--- src/rtl/tod_pkg.sv ---
package tod_pkg;

    typedef enum logic [2:0] {
        REG_CTRL = 3'd0,
        REG_SEC  = 3'd1,
        REG_MIN  = 3'd2,
        REG_HOUR = 3'd3,
        REG_WDAY = 3'd4,
        REG_DATE = 3'd5,
        REG_MON  = 3'd6,
        REG_YEAR = 3'd7
    } tod_reg_e;

    typedef enum logic {
        TOD_RUN  = 1'b0,
        TOD_HALT = 1'b1
    } run_state_e;

    typedef struct packed {
        logic [5:0] sec;
        logic [5:0] min;
        logic [4:0] hour;
        logic [2:0] wday;
        logic [5:0] date;
        logic [3:0] mon;
        logic [6:0] year;
    } tod_time_t;

    localparam tod_time_t TOD_RESET = '{sec: 6'd0, min: 6'd0, hour: 5'd0,
                                        wday: 3'd1, date: 6'd1, mon: 4'd1,
                                        year: 7'd0};

    function automatic logic [7:0] bcd_to_bin(input logic [7:0] b);
        return ({4'd0, b[7:4]} * 8'd10) + {4'd0, b[3:0]};
    endfunction

    function automatic logic [7:0] bin_to_bcd(input logic [6:0] n);
        logic [6:0] tens;
        logic [6:0] units;
        tens  = n / 7'd10;
        units = n - tens * 7'd10;
        return {tens[3:0], units[3:0]};
    endfunction

    function automatic logic [5:0] month_days(input logic [3:0] mon,
                                              input logic [6:0] year);
        logic [5:0] d;
        unique case (mon)
            4'd4, 4'd6, 4'd9, 4'd11: d = 6'd30;
            4'd2:                    d = (year[1:0] == 2'b00) ? 6'd29 : 6'd28;
            default:                 d = 6'd31;
        endcase
        return d;
    endfunction

endpackage

--- src/rtl/tod_write_filter.sv ---
module tod_write_filter
    import tod_pkg::*;
(
    input  tod_reg_e   wr_sel,
    input  logic [7:0] wr_data,
    input  tod_time_t  cur,
    output tod_time_t  cand,
    output logic       field_ok
);
    logic [7:0] val;

    always_comb begin
        cand     = cur;
        val      = 8'd0;
        field_ok = 1'b0;
        unique case (wr_sel)
            REG_SEC: begin
                val      = bcd_to_bin({1'b0, wr_data[6:0]});
                field_ok = (val <= 8'd59);
                cand.sec = val[5:0];
            end
            REG_MIN: begin
                val      = bcd_to_bin({1'b0, wr_data[6:0]});
                field_ok = (val <= 8'd59);
                cand.min = val[5:0];
            end
            REG_HOUR: begin
                val       = bcd_to_bin({2'b0, wr_data[5:0]});
                field_ok  = (val <= 8'd23);
                cand.hour = val[4:0];
            end
            REG_WDAY: begin
                val       = {5'd0, wr_data[2:0]};
                field_ok  = 1'b1;
                cand.wday = val[2:0];
            end
            REG_DATE: begin
                val       = bcd_to_bin({2'b0, wr_data[5:0]});
                field_ok  = (val != 8'd0);
                cand.date = val[5:0];
            end
            REG_MON: begin
                val      = bcd_to_bin({3'b0, wr_data[4:0]});
                field_ok = (val >= 8'd1) && (val <= 8'd12);
                cand.mon = val[3:0];
            end
            REG_YEAR: begin
                val       = bcd_to_bin(wr_data);
                field_ok  = (val <= 8'd99);
                cand.year = val[6:0];
            end
            REG_CTRL: begin
                field_ok = 1'b0;
            end
        endcase
    end
endmodule

--- src/rtl/tod_rollover.sv ---
module tod_rollover
    import tod_pkg::*;
(
    input  tod_time_t cur,
    output tod_time_t nxt
);
    logic [5:0] mdays;

    always_comb begin
        mdays = month_days(cur.mon, cur.year);
        nxt   = cur;
        if (cur.sec != 6'd59) begin
            nxt.sec = cur.sec + 6'd1;
        end else begin
            nxt.sec = 6'd0;
            if (cur.min != 6'd59) begin
                nxt.min = cur.min + 6'd1;
            end else begin
                nxt.min = 6'd0;
                if (cur.hour != 5'd23) begin
                    nxt.hour = cur.hour + 5'd1;
                end else begin
                    nxt.hour = 5'd0;
                    nxt.wday = (cur.wday >= 3'd7 || cur.wday == 3'd0) ? 3'd1 : cur.wday + 3'd1;
                    if (cur.date >= mdays) begin
                        nxt.date = 6'd1;
                        if (cur.mon != 4'd12) begin
                            nxt.mon = cur.mon + 4'd1;
                        end else begin
                            nxt.mon  = 4'd1;
                            nxt.year = (cur.year == 7'd99) ? 7'd0 : cur.year + 7'd1;
                        end
                    end else begin
                        nxt.date = cur.date + 6'd1;
                    end
                end
            end
        end
    end
endmodule

--- src/rtl/tod_read_mux.sv ---
module tod_read_mux
    import tod_pkg::*;
(
    input  logic       in_win,
    input  tod_reg_e   rd_sel,
    input  tod_time_t  cur,
    input  logic       halt,
    input  logic [7:0] ctrl,
    input  logic       flag,
    output logic [7:0] rdata
);
    always_comb begin
        rdata = 8'h00;
        if (in_win) begin
            unique case (rd_sel)
                REG_CTRL: rdata = ctrl;
                REG_SEC:  rdata = {halt, 7'd0} | bin_to_bcd({1'b0, cur.sec});
                REG_MIN:  rdata = bin_to_bcd({1'b0, cur.min});
                REG_HOUR: rdata = bin_to_bcd({2'b0, cur.hour});
                REG_WDAY: rdata = {1'b0, flag, 3'b000, cur.wday};
                REG_DATE: rdata = bin_to_bcd({1'b0, cur.date});
                REG_MON:  rdata = bin_to_bcd({3'b0, cur.mon});
                REG_YEAR: rdata = bin_to_bcd(cur.year);
            endcase
        end
    end
endmodule

--- src/rtl/tod_bcd_regs.sv ---
module tod_bcd_regs
    import tod_pkg::*;
#(
    parameter int ADDR_W = 13
) (
    input  logic              clk,
    input  logic              rst_n,
    input  logic [ADDR_W-1:0] bus_addr,
    input  logic [7:0]        bus_wdata,
    input  logic              bus_we,
    output logic [7:0]        bus_rdata,
    input  logic              sec_tick
);
    localparam int SEL_W = 3;

    logic       in_win;
    tod_reg_e   sel;
    logic       win_we;
    logic       stop_wr;
    run_state_e state_q, state_d;
    logic       adv_en;
    logic       halt;
    tod_time_t  time_q, time_nxt, cand;
    logic       field_ok;
    logic [7:0] ctrl_q;
    logic       flag_q;

    assign in_win  = &bus_addr[ADDR_W-1:SEL_W];
    assign sel     = tod_reg_e'(bus_addr[SEL_W-1:0]);
    assign win_we  = bus_we & in_win;
    assign stop_wr = win_we && (sel == REG_SEC);

    // Next-state logic of the run/halt controller
    always_comb begin
        state_d = state_q;
        unique case (state_q)
            TOD_RUN:  if (stop_wr && bus_wdata[7])  state_d = TOD_HALT;
            TOD_HALT: if (stop_wr && !bus_wdata[7]) state_d = TOD_RUN;
        endcase
    end

    always_ff @(posedge clk or negedge rst_n) begin
        if (!rst_n) state_q <= TOD_RUN;
        else        state_q <= state_d;
    end

    // Controller outputs
    always_comb begin
        halt   = (state_q == TOD_HALT);
        adv_en = (state_q == TOD_RUN) && sec_tick && !win_we;
    end

    tod_write_filter u_filter (
        .wr_sel   (sel),
        .wr_data  (bus_wdata),
        .cur      (time_q),
        .cand     (cand),
        .field_ok (field_ok)
    );

    tod_rollover u_roll (
        .cur (time_q),
        .nxt (time_nxt)
    );

    always_ff @(posedge clk or negedge rst_n) begin
        if (!rst_n) begin
            time_q <= TOD_RESET;
            ctrl_q <= 8'h00;
            flag_q <= 1'b0;
        end else begin
            if (win_we && sel == REG_CTRL) ctrl_q <= (bus_wdata & 8'h5F) | 8'h90;
            if (win_we && sel == REG_WDAY) flag_q <= bus_wdata[6];
            if (win_we) begin
                if (field_ok) time_q <= cand;
            end else if (adv_en) begin
                time_q <= time_nxt;
            end
        end
    end

    tod_read_mux u_rd (
        .in_win (in_win),
        .rd_sel (sel),
        .cur    (time_q),
        .halt   (halt),
        .ctrl   (ctrl_q),
        .flag   (flag_q),
        .rdata  (bus_rdata)
    );

    assert_ctrl_fixed_R2: assert property (@(posedge clk) disable iff (!rst_n)
        (win_we && sel == REG_CTRL) |=> (ctrl_q[7] && ctrl_q[4] && !ctrl_q[5]));

    assert_halt_hold_R4: assert property (@(posedge clk) disable iff (!rst_n)
        (state_q == TOD_HALT && !win_we) |=> $stable(time_q));

    assert_field_range_R5: assert property (@(posedge clk) disable iff (!rst_n)
        (time_q.sec <= 6'd59 && time_q.min <= 6'd59 && time_q.hour <= 5'd23 &&
         time_q.date != 6'd0 && time_q.mon >= 4'd1 && time_q.mon <= 4'd12 &&
         time_q.year <= 7'd99));

    assert_reject_keeps_R6: assert property (@(posedge clk) disable iff (!rst_n)
        (win_we && !field_ok) |=> $stable(time_q));

    assert_tick_step_R9: assert property (@(posedge clk) disable iff (!rst_n)
        (adv_en && time_q.sec != 6'd59) |=> (time_q.sec == 6'($past(time_q.sec) + 6'd1)));

    assert_tick_dropped_R11: assert property (@(posedge clk) disable iff (!rst_n)
        (win_we && sel == REG_CTRL && sec_tick) |=> $stable(time_q));
endmodule

--- config.mk ---
export PLATFORM = sky130hd
export DESIGN_NAME = tod_bcd_regs
export DESIGN_NICKNAME = d
export VERILOG_FILES = /design/src/rtl/tod_pkg.sv /design/src/rtl/tod_write_filter.sv /design/src/rtl/tod_rollover.sv /design/src/rtl/tod_read_mux.sv /design/src/rtl/tod_bcd_regs.sv
export SDC_FILE = /design/constraint.sdc
export NUM_CORES = 1
export LEC_CHECK = 0
export ABC_AREA = 0
export BUFFER_PORTS_ARGS = -buffer_cell sky130_fd_sc_hd__buf_2
export CORE_UTILIZATION = 59
export CTS_CLUSTER_SIZE = 14
export DETAILED_ROUTE_END_ITERATION = 16
export PLACE_DENSITY_LB_ADDON = 0.15
export SYNTH_ARGS = -nofsm -noshare
export SYNTH_HDL_FRONTEND = slang
export SYNTH_SLANG_ARGS = --single-unit
--- constraint.sdc ---
create_clock -name clk -period 4.4 [get_ports clk]
set_input_delay 0 -clock clk [delete_from_list [all_inputs] [get_ports clk]]
set_output_delay 0 -clock clk [all_outputs]
set_load 0.005 [all_outputs]
Word level (Yosys, flattened, before mapping)
Cells that the tools add are included.
{"block": "totals", "register_bits": 46, "inputBits": 25, "out_inout_bits": 8, "word_cells": 139}
{"block": "classes", "n_addsub": 17, "multipliers": 10, "n_div": 6, "magnitude_cmp": 7, "n_eq_ne": 29, "mux": 30, "bitwise": 3, "n_reduce_logical": 27}
{"cell": "$mux 37", "count": 3}
{"cell": "$pmux 8 s8", "count": 1}
{"cell": "$mul 7x3->3 const B", "count": 6}
{"cell": "$mux 6", "count": 6}
{"cell": "$mux 31", "count": 1}
{"cell": "$mux 25", "count": 1}
{"cell": "$sub 4x4->4", "count": 6}
{"cell": "$div 6x4->7 const B", "count": 3}
{"cell": "$mux 7", "count": 3}
{"cell": "$mux 20", "count": 1}
{"cell": "$add 6x1->6 const B", "count": 3}
{"cell": "$ne 2x1->1 const B", "count": 8}
{"cell": "$eq 3x3->1 const B", "count": 4}
{"cell": "$ne 6x6->1 const B", "count": 2}
{"cell": "$pmux 6 s2", "count": 1}
{"cell": "$reduce_and 6->1", "count": 2}
{"cell": "$mux 11", "count": 1}
{"cell": "$mux 5", "count": 2}
{"cell": "$reduce_and 10->1", "count": 1}
{"cell": "$add 7x4->8", "count": 1}
{"cell": "$add 8x4->8", "count": 1}
{"cell": "$eq 4x3->1 const B", "count": 2}
{"cell": "$eq 4x4->1 const B", "count": 2}
{"cell": "$ge 8x1->1 const B", "count": 1}
{"cell": "other kinds (49)", "count": 67}

Depth between registers and ports, before layout
Gate-level depths: netlist (run 1).
{"block": "depth", "word_depth": 10, "ltp_mapped": 19}

Cells and area by module
A second synthesis (run 1) with hierarchy kept.
{"block": "unflattened", "hier_cells": 753, "area_unflattened_um2": 6154.7}
{"mod": "tod_bcd_regs", "n_inst": 1, "cells_per_inst": 156, "area_per_inst_um2": 2042.0, "seq_area_each_um2": 1129.8}
{"mod": "tod_read_mux", "n_inst": 1, "cells_per_inst": 268, "area_per_inst_um2": 1749.2, "seq_area_each_um2": 0.0}
{"mod": "tod_write_filter", "n_inst": 1, "cells_per_inst": 153, "area_per_inst_um2": 1194.9, "seq_area_each_um2": 0.0}
{"mod": "tod_rollover", "n_inst": 1, "cells_per_inst": 176, "area_per_inst_um2": 1168.6, "seq_area_each_um2": 0.0}

Least setup slack after synthesis (run 1)
No wires, ideal clock.
{"block": "synth_timing", "path_type": "register -> output", "from": "register time_q[6] (netlist bit)", "to": "output bus_rdata[2]", "arrival_ns": 3.846, "setup_slack_ns": 0.554, "stages_incl_launch_ff": 17, "path_buffers": 1, "path_cell_list": "dfrtp_1 > clkbuf_1 > nor2_1 > a211oi_1 > a211oi_1 > a311o_1 > ha_1 > or3b_2 > o21ai_0 > o311ai_0 > a21oi_1 > inv_1 > ha_1 > fa_1 > mux4_2 > nor2_1 > o21a_1"}
{"block": "synth_via", "elab_chain_len": 5}
{"element": "from (decl)", "line_no": "tod_bcd_regs.sv:23", "rtl": "tod_time_t time_q, time_nxt, cand;"}
{"element": "from (signal assigned)", "line_no": "tod_bcd_regs.sv:75", "rtl": "if (field_ok) time_q <= cand;"}
{"element": "from (signal assigned)", "line_no": "tod_bcd_regs.sv:77", "rtl": "time_q <= time_nxt;"}
{"element": "$div 7x4->7", "line_no": "tod_pkg.sv:40", "rtl": "tens = n / 7'd10;"}
{"element": "$mul 7x3->3", "line_no": "tod_pkg.sv:41", "rtl": "units = n - tens * 7'd10;"}
{"element": "$sub 4x4->4", "line_no": "tod_pkg.sv:41"}
{"element": "$pmux 8 s8", "line_no": "tod_read_mux.sv:15", "rtl": "unique case (rd_sel)"}
{"element": "$mux 8", "line_no": "tod_read_mux.sv:14", "rtl": "if (in_win) begin"}
{"element": "to (decl)", "line_no": "tod_bcd_regs.sv:11", "rtl": "output logic [7:0] bus_rdata,"}
Every way passes these cells.

Final worst setup path (run 1)
{"block": "layout_timing", "from": "register time_q[12] (netlist bit)", "to": "output bus_rdata[2]"}
{"block": "layout_via", "elab_chain_len": 5}
{"element": "$div 6x4->7", "line_no": "tod_pkg.sv:40"}
{"element": "$mul 7x3->3", "line_no": "tod_pkg.sv:41"}
{"element": "$sub 4x4->4 *", "line_no": "tod_pkg.sv:41"}
{"element": "$pmux 8 s8 *", "line_no": "tod_read_mux.sv:15"}
{"element": "$mux 8 *", "line_no": "tod_read_mux.sv:14"}
Every way passes the cells marked *; elsewhere a longest branch is shown, timed or not.

==> impl_results.md, run 1 <==
* Synth Register Bits at 45
* TritonCTS clock tree: built
* Crit path max fanout at 6
* Worst Reg-to-Reg Cells at 13
* Worst-Skew Late Latency at 0.31 ns
* CP endpoint kind: output port
* Effective utilization at floorplan at 0.613
* # diodes at 0
* Total gr overflow at 0
* Final setup fails at 0
* Clock tree buffer depth at 2
* Layout Cells excl Fill at 825
* First-pass GRT wire length at 25200 um
* Drt total wl at 15900 um
* Status: complete, no violations
* H-tree depth at 2
* Chip Width at 97.4 um
* RD Place Congestion at 0.975
* Worst Clk Skew at 0.0132 ns
* Ports at 33
* Gr usage total at 0.330
* Fillers at 737
* Final ANT Viol Nets at 0
* Slew Limit Headroom at 0.430
* Worst-Margin Slew at 0.856 ns
* Final Hold Viols at 0
* DIE AREA at 9490 um2
* DR DRC count at 0
* Fmax at 234 MHz
* Setup crit start kind: register
* Max Slew Vio Count at 0
* 1st-pass router iterations at 5
* Syn. warnings at 0
* Die Span Y at 97.4 um
* Reg2reg end: time_q[0]
* Number of flops mapped to enable cells by yosys at 0
* Initial antenna violation count at 0
* Layout area overhead at 9.20%
* FF-to-FF Start: time_q[7]
* IR drop worst, VDD at 163 uV
* Crit path DAT at 4.28 ns
* CTS clk-pin slew, worst paths at 0.10 ns
* Placed wire-length estimate at 11800 um
* Mean routed wirelength per cell at 19.3 um
* Hold Path Stages at 2
* Vias per std cell at 6.67
* Total chip power at 1.37 mW
* Synthesized area per cell at 7.79 um2
* Sequential element share of the synthesized area at 0.210
* Clock tree root buffer cell: clkbuf_8
* Post-Place Cells at 805
* Hold WC Path Type: input pin to register
* Netlist cell types at 76
* Crit Path Class: register to output port
* Max_cap viols at 0
* Synthesized net count at 778
* CP required at 4.40 ns
* Final min period at 4.28 ns
* Cell Area, Synth at 5370 um2
* Mapped Cells at 690
* Worst reg2reg setup slack at 1.19 ns
* Final period utilization at 0.973
* PortBufs at 32
* Pin count of the biggest net entering global routing at 46
* HP Start: bus_wdata[7]
* Clock Sinks at 45
* Cell Pwr Density at 233 nW/um2
* Initial drt markers at 572
* Ys flop type: dfrtp_1
* Nets at 804
* Num rows at 34
* Core Area at 8760 um2
* FFs w/ async S/R, synth at 1.00
* TritonCTS buffer count at 5
* Leak at 2.58 nW
* DR vias at 5500
* Share of post-route cells with drive strength above 1 at 0.151
* Vias in the first global route at 4927
-- synthesized netlist by cell type, drive strengths merged (4+ instances only) --
library cell / number / area (um2)
nor3: 21 / 105
nor3b: 4 / 35.0
and3: 5 / 31.3
nor2b: 9 / 56.3
nor2: 48 / 180
a21oi: 45 / 229
clkbuf: 27 / 104
o21ai: 84 / 420
o31ai: 4 / 30.0
xnor2: 15 / 131
mux2: 15 / 169
nand2: 59 / 221
inv: 47 / 176
or2: 7 / 43.8
and2: 7 / 43.8
o21a: 4 / 30.0
o22ai: 6 / 37.5
dfrtp: 42 / 1050
a211oi: 11 / 82.6
a2111oi: 4 / 53.8
a31oi: 20 / 125
ha: 56 / 701
nand4: 4 / 25.0
nand3: 22 / 110
a21o: 4 / 30.0
mux4: 4 / 90.1
fa: 7 / 140
o221ai: 4 / 35.0
buf: 10 / 51.3
mux2i: 11 / 110
nand3b: 8 / 60.1
xor2: 8 / 70.1
nand2b: 19 / 126
-- where the power goes --
group          total, mW  switching (mW)  internal, mW
combinational      0.559           0.314         0.245
sequential         0.523          0.0776         0.445
clock              0.286           0.158         0.128
-- per-layer routing --
metal	routed length (um)	vias to the layer above	GRT usage
li1	-	2546	-
met1	6630	2573	0.451
met2	7400	334	0.541
met3	1370	47	0.0396
met4	494	0	0.117
met5	0	-	0
-- logic make-up (layout without fill, tap and decap cells) --
kind of cell,count (synthesis),in the layout,share of synthesized area
flops,45,45,0.210
xor+xnor,23,23,0.0375
buf+inv,85,112,0.0624
fa+ha+maj,64,64,0.158
mux,30,30,0.0687
simple gates,227,227,0.214
compound gates,216,216,0.249
-- worst max-delay path: stages (launching register included) --
cell,delay [ns]
dfrtp_1,0.46
inv_1,0.15
ha_2,0.22
nand2b_1,0.13
a221o_1,0.36
nand2_1,0.11
and2_4,0.16
ha_1,0.11
nand2_1,0.07
a2111oi_2,0.36
o32a_1,0.19
o21ai_1,0.11
ha_1,0.22
fa_1,0.43
mux4_2,0.49
nor2_2,0.13
o21a_1,0.15
buf_2,0.11
-- through the flow --
step           instance area (um2)  hold WS [ns]  utilization  setup TNS (ns)  setup WS (ns)
2_1_floorplan                 5370        -0.296            -               0          0.554
6_report                      5870        0.0241        0.669               0          0.119
4_1_cts                       5790        0.0267        0.661               0         0.0123
3_5_place_dp                  5610         0.145        0.640               0          0.189
5_1_grt                       5870        0.0451        0.669         -0.0409        -0.0409
3_3_place_gp                  5610         0.142        0.640               0          0.287
-- cell usage in the layout, fill, tap and decap left out, types with 9 or more instances in the layout --
cell,count
a21oi_1,42
buf_2,32
a31oi_1,18
buf_4,20
nand3_1,22
dfrtp_1,35
nand2_1,59
xnor2_1,15
inv_1,46
ha_1,55
nor2_1,46
o21ai_0,79
nor3_1,21
a211oi_1,10
mux2i_1,11
nor2b_1,9
nand2b_1,16
-- cell type report --
type / count / area, um2 / share of cell area
multi-input cells: 560 / 3970 / 0.676
repair buffers: 56 / 350 / 0.0597
clock inverters: 1 / 7.51 / 0.00128
clock buffers: 7 / 86.3 / 0.0147
inverters: 48 / 180 / 0.0307
well taps: 108 / 135 / 0.0230
flip-flops and latches: 45 / 1140 / 0.194
-- sequential cells by signal, summed over array words and instances (netlist names), named ones only --
| name | cells |
|---|---|
| ctrl_q | 6 |
| flag_q | 1 |
| time_q | 37 |
-- worst max-delay path by stage --
stage / end / slack [ns] / start / cells past startpoint
2_1_floorplan: bus_rdata[2] / 0.55 / time_q[6] / 16
3_3_place_gp: bus_rdata[2] / 0.29 / time_q[4] / 16
3_5_place_dp: bus_rdata[2] / 0.19 / time_q[4] / 16
4_1_cts: bus_rdata[2] / 0.01 / time_q[6] / 16
5_1_grt: bus_rdata[2] / -0.04 / time_q[12] / 17
6_report: bus_rdata[2] / 0.12 / time_q[12] / 17
-- timing repair --
action                                  4_1_cts  5_1_grt
resized for setup                             7       18
hold buffers                                  4        0
gates cloned                                  0        0
pin swaps                                     2        3
endpoints found under the setup margin        2        2
hold endpoints to repair                     45        0
buffers inserted                              5        3
Note: power is estimated with default switching activity, not from simulation.
==> inputs of run 2 (changes only) <==
Settings changed: SYNTH_HIERARCHICAL from default to 1.
==> run 2 against run 1 <==
Compared with the run above:
- final area increased by 13%
- non-clock buffer count increased by 1
- flip-flop and latch count unchanged
- via count increased by 10%
- largest cell class unchanged
- critical endpoint unchanged
==> impl_results.md, run 2 <==
* Final min period at 4.34 ns (+0.0604 ns)
* Syn. warnings at 6 (+6)
* Synthesized area per cell at 8.17 um2 (+5.0%)
* H-tree depth at 2 (unchanged)
* Initial drt markers at 609 (+6.5%)
* Num rows at 36 (+5.9%)
* Ports at 33 (unchanged)
* Final setup fails at 0 (unchanged)
* CP endpoint kind: output port
* FFs w/ async S/R, synth at 1.00 (unchanged)
* Post-Place Worst Slack at 0.163 ns (-0.0257 ns)
* Mapped Cells at 753 (+9.1%)
* TritonCTS clock tree: built
* Ys flop type: dfrtp_1
* Number of flip-flops under the largest register name at 37 (unchanged)
* Final Hold Viols at 0 (unchanged)
* Synth top area share at 0.171 (-0.0249)
* TritonCTS buffer count at 5 (unchanged)
* Total gr overflow at 0 (unchanged)
* DR DRC count at 0 (unchanged)
* PortBufs at 32 (unchanged)
* Vias in the first global route at 5706 (+16%)
* Layout area overhead at 7.44%
* 1st-pass router iterations at 5 (unchanged)
* First-pass GRT wire length at 28400 um (+13%)
* Status: complete, no violations
* Drt total wl at 17300 um (+8.9%)
* FF-to-FF Start: time_q[7]
* Final period utilization at 0.987 (+0.0137)
* Total chip power at 2.73 mW (+99%)
* Number of flops mapped to enable cells by yosys at 0 (unchanged)
* Setup crit start kind: register
* Gr usage total at 0.321 (-0.00900)
* Chip Width at 104 um (+6.9%)
* Clock tree root buffer cell: clkbuf_8
* Setup ws final at 0.0586 ns (-0.0604 ns)
* Commonest cells post-synth: 60 x nand2_1, 51 x o21ai_0, 49 x nor2_1
* Most common cell after layout, fill and taps aside: nand2_1
* CP required at 4.40 ns (about the same)
* Core Area at 9950 um2 (+14%)
* RD Place Congestion at 0.893 (-8.4%)
* Initial antenna violation count at 0 (unchanged)
* Worst Clk Skew at 0.00927 ns (-0.00395 ns)
* Clock tree buffer depth at 2 (unchanged)
* Top area cells in the synthesized netlist: dfrtp_1 17%, ha_1 8.1%, o21a_1 5.1%
* Biggest regs: time_q x37, ctrl_q x6, flag_q x1
* Netlist cell types at 96 (+26%)
* Worst-Skew Late Latency at 0.32 ns (about the same)
* Clock Sinks at 45 (unchanged)
* HP Start: bus_wdata[7]
* Leak at 2.76 nW (+7.0%)
* Most frequent cells in the layout: 59 x nand2_1, 50 x o21ai_0, 49 x nor2_1
* Hold WC Path Type: input pin to register
* Mean routed wirelength per cell at 19.1 um (-0.85%)
* Final ANT Viol Nets at 0 (unchanged)
* Nets at 844 (+5.0%)
* Slew Limit Headroom at 0.282 (-0.147)
* CTS clk-pin slew, worst paths at 0.10 ns (about the same)
* Synthesized net count at 825 (+6.0%)
* Most common cell in the netlist: nand2_1
* # diodes at 0 (unchanged)
* Placed wire-length estimate at 12200 um (+3.5%)
* CP Launch Point: time_q[4]
* Biggest register: time_q
* Crit path DAT at 4.34 ns (+0.06 ns)
* Cell Area, Synth at 6150 um2 (+15%)
* Crit Path Class: register to output port
* RSZ-0062 raised after global routing: true
* Crit path max fanout at 8 (+2)
* Die Span Y at 104 um (+6.9%)
* DIE AREA at 10800 um2 (+14%)
* Pin count of the biggest net entering global routing at 46 (unchanged)
* Share of post-route cells with drive strength above 1 at 0.184 (+0.0331)
* Largest area contributor in the netlist: dfrtp_1
* Vias per std cell at 6.68 (+0.26%)
* Effective utilization at floorplan at 0.618 (+0.00520)
* DR vias at 6056 (+10%)
* Max_cap viols at 0 (unchanged)
* Sequential element share of the synthesized area at 0.184 (-0.0267)
* Cell Pwr Density at 413 nW/um2 (+77%)
* Synth Register Bits at 45 (unchanged)
* IR drop worst, VDD at 220 uV (+35%)
* Max Slew Vio Count at 0 (unchanged)
* Fmax at 230 MHz (-1.4%)
* Worst-Margin Slew at 1.08 ns (+0.221 ns)
## run 2: cells by family after synthesis
kind of cell             after synthesis  synth area share
AO/OA/AOI/OAI                        262             0.312
AND/OR/NAND/NOR                      236             0.210
buffers and inverters                 92            0.0722
adder cells (fa/ha/maj)               47             0.104
flip-flops                            45             0.184
multiplexers                          43            0.0775
XOR/XNOR                              27            0.0396
other                                  1          0.000609
## run 2: area by class of cell
class	count	area (um2)
Multi-Input combinational cell	616	4640
Fill cell	837	3340
Sequential cell	45	1130
Timing Repair Buffer	57	375
Inverter	47	176
Tap cell	133	166
Clock buffer	6	82.6
Clock inverter	2	37.5
## run 2: power by group
group / switching (mW) / internal (mW) / leakage, nW
registers: 0.236 / 0.501 / 0.486
clock network: 0.157 / 0.185 / 0.0574
logic: 0.882 / 0.767 / 2.22
## run 2: worst max-delay path: stages, from the launching register on
cell and delay (ns):
dfrtp_1 0.47, or4b_4 0.51, o211ai_1 0.14, o41ai_2 0.13, inv_1 0.07, ha_1 0.11, nor2b_1 0.12, buf_4 0.17
a21oi_2 0.07, o31ai_1 0.27, a21oi_1 0.10, a211o_1 0.25, ha_2 0.20, fa_2 0.54, mux2i_1 0.07, nand2_1 0.08
o21ai_0 0.14, a221oi_2 0.34, nor2_1 0.10, buf_2 0.14
## run 2: repair_timing
action,4_1_cts,5_1_grt
gates resized for setup,4,14
pin swaps,1,10
endpoints found under the setup margin,2,2
setup buffers,2,6
endpoints found under the hold margin,44,0
hold buffers,3,0
## run 2: path summary, 6_finish.rpt
kind / endpoint / slack (ns) / depth (start not counted)
max: bus_rdata[2] / 0.06 / 19
min: register / 0.004 / 2
max reg2reg: time_q[8] / 0.87 / 12
min reg2reg: ctrl_q[1] / 0.51 / 1
max in group asynchronous: time_q[3] / 3.25 / 2
min in group asynchronous: time_q[35] / 0.41 / 2
## run 2: per-layer routing
layer	vias up	global-route usage	wire, um
met3	47	0.0426	1170
li1	2819	-	-
met1	2930	0.439	7700
met5	-	0	0
met2	260	0.514	7860
met4	0	0.126	578
## run 2: per-stage QoR
step | instance area, um2 | setup TNS (ns) | util | hold WS (ns) | instances
after floorplan | 6150 | 0 | - | -0.296 | 753
after global placement | 6340 | 0 | 0.637 | 0.248 | 887
after detailed placement | 6340 | 0 | 0.637 | 0.257 | 887
after CTS | 6520 | 0 | 0.655 | 0.000467 | 900
after global routing | 6610 | -0.237 | 0.664 | 0.00918 | 906
final | 6610 | 0 | 0.664 | 0.00398 | 906
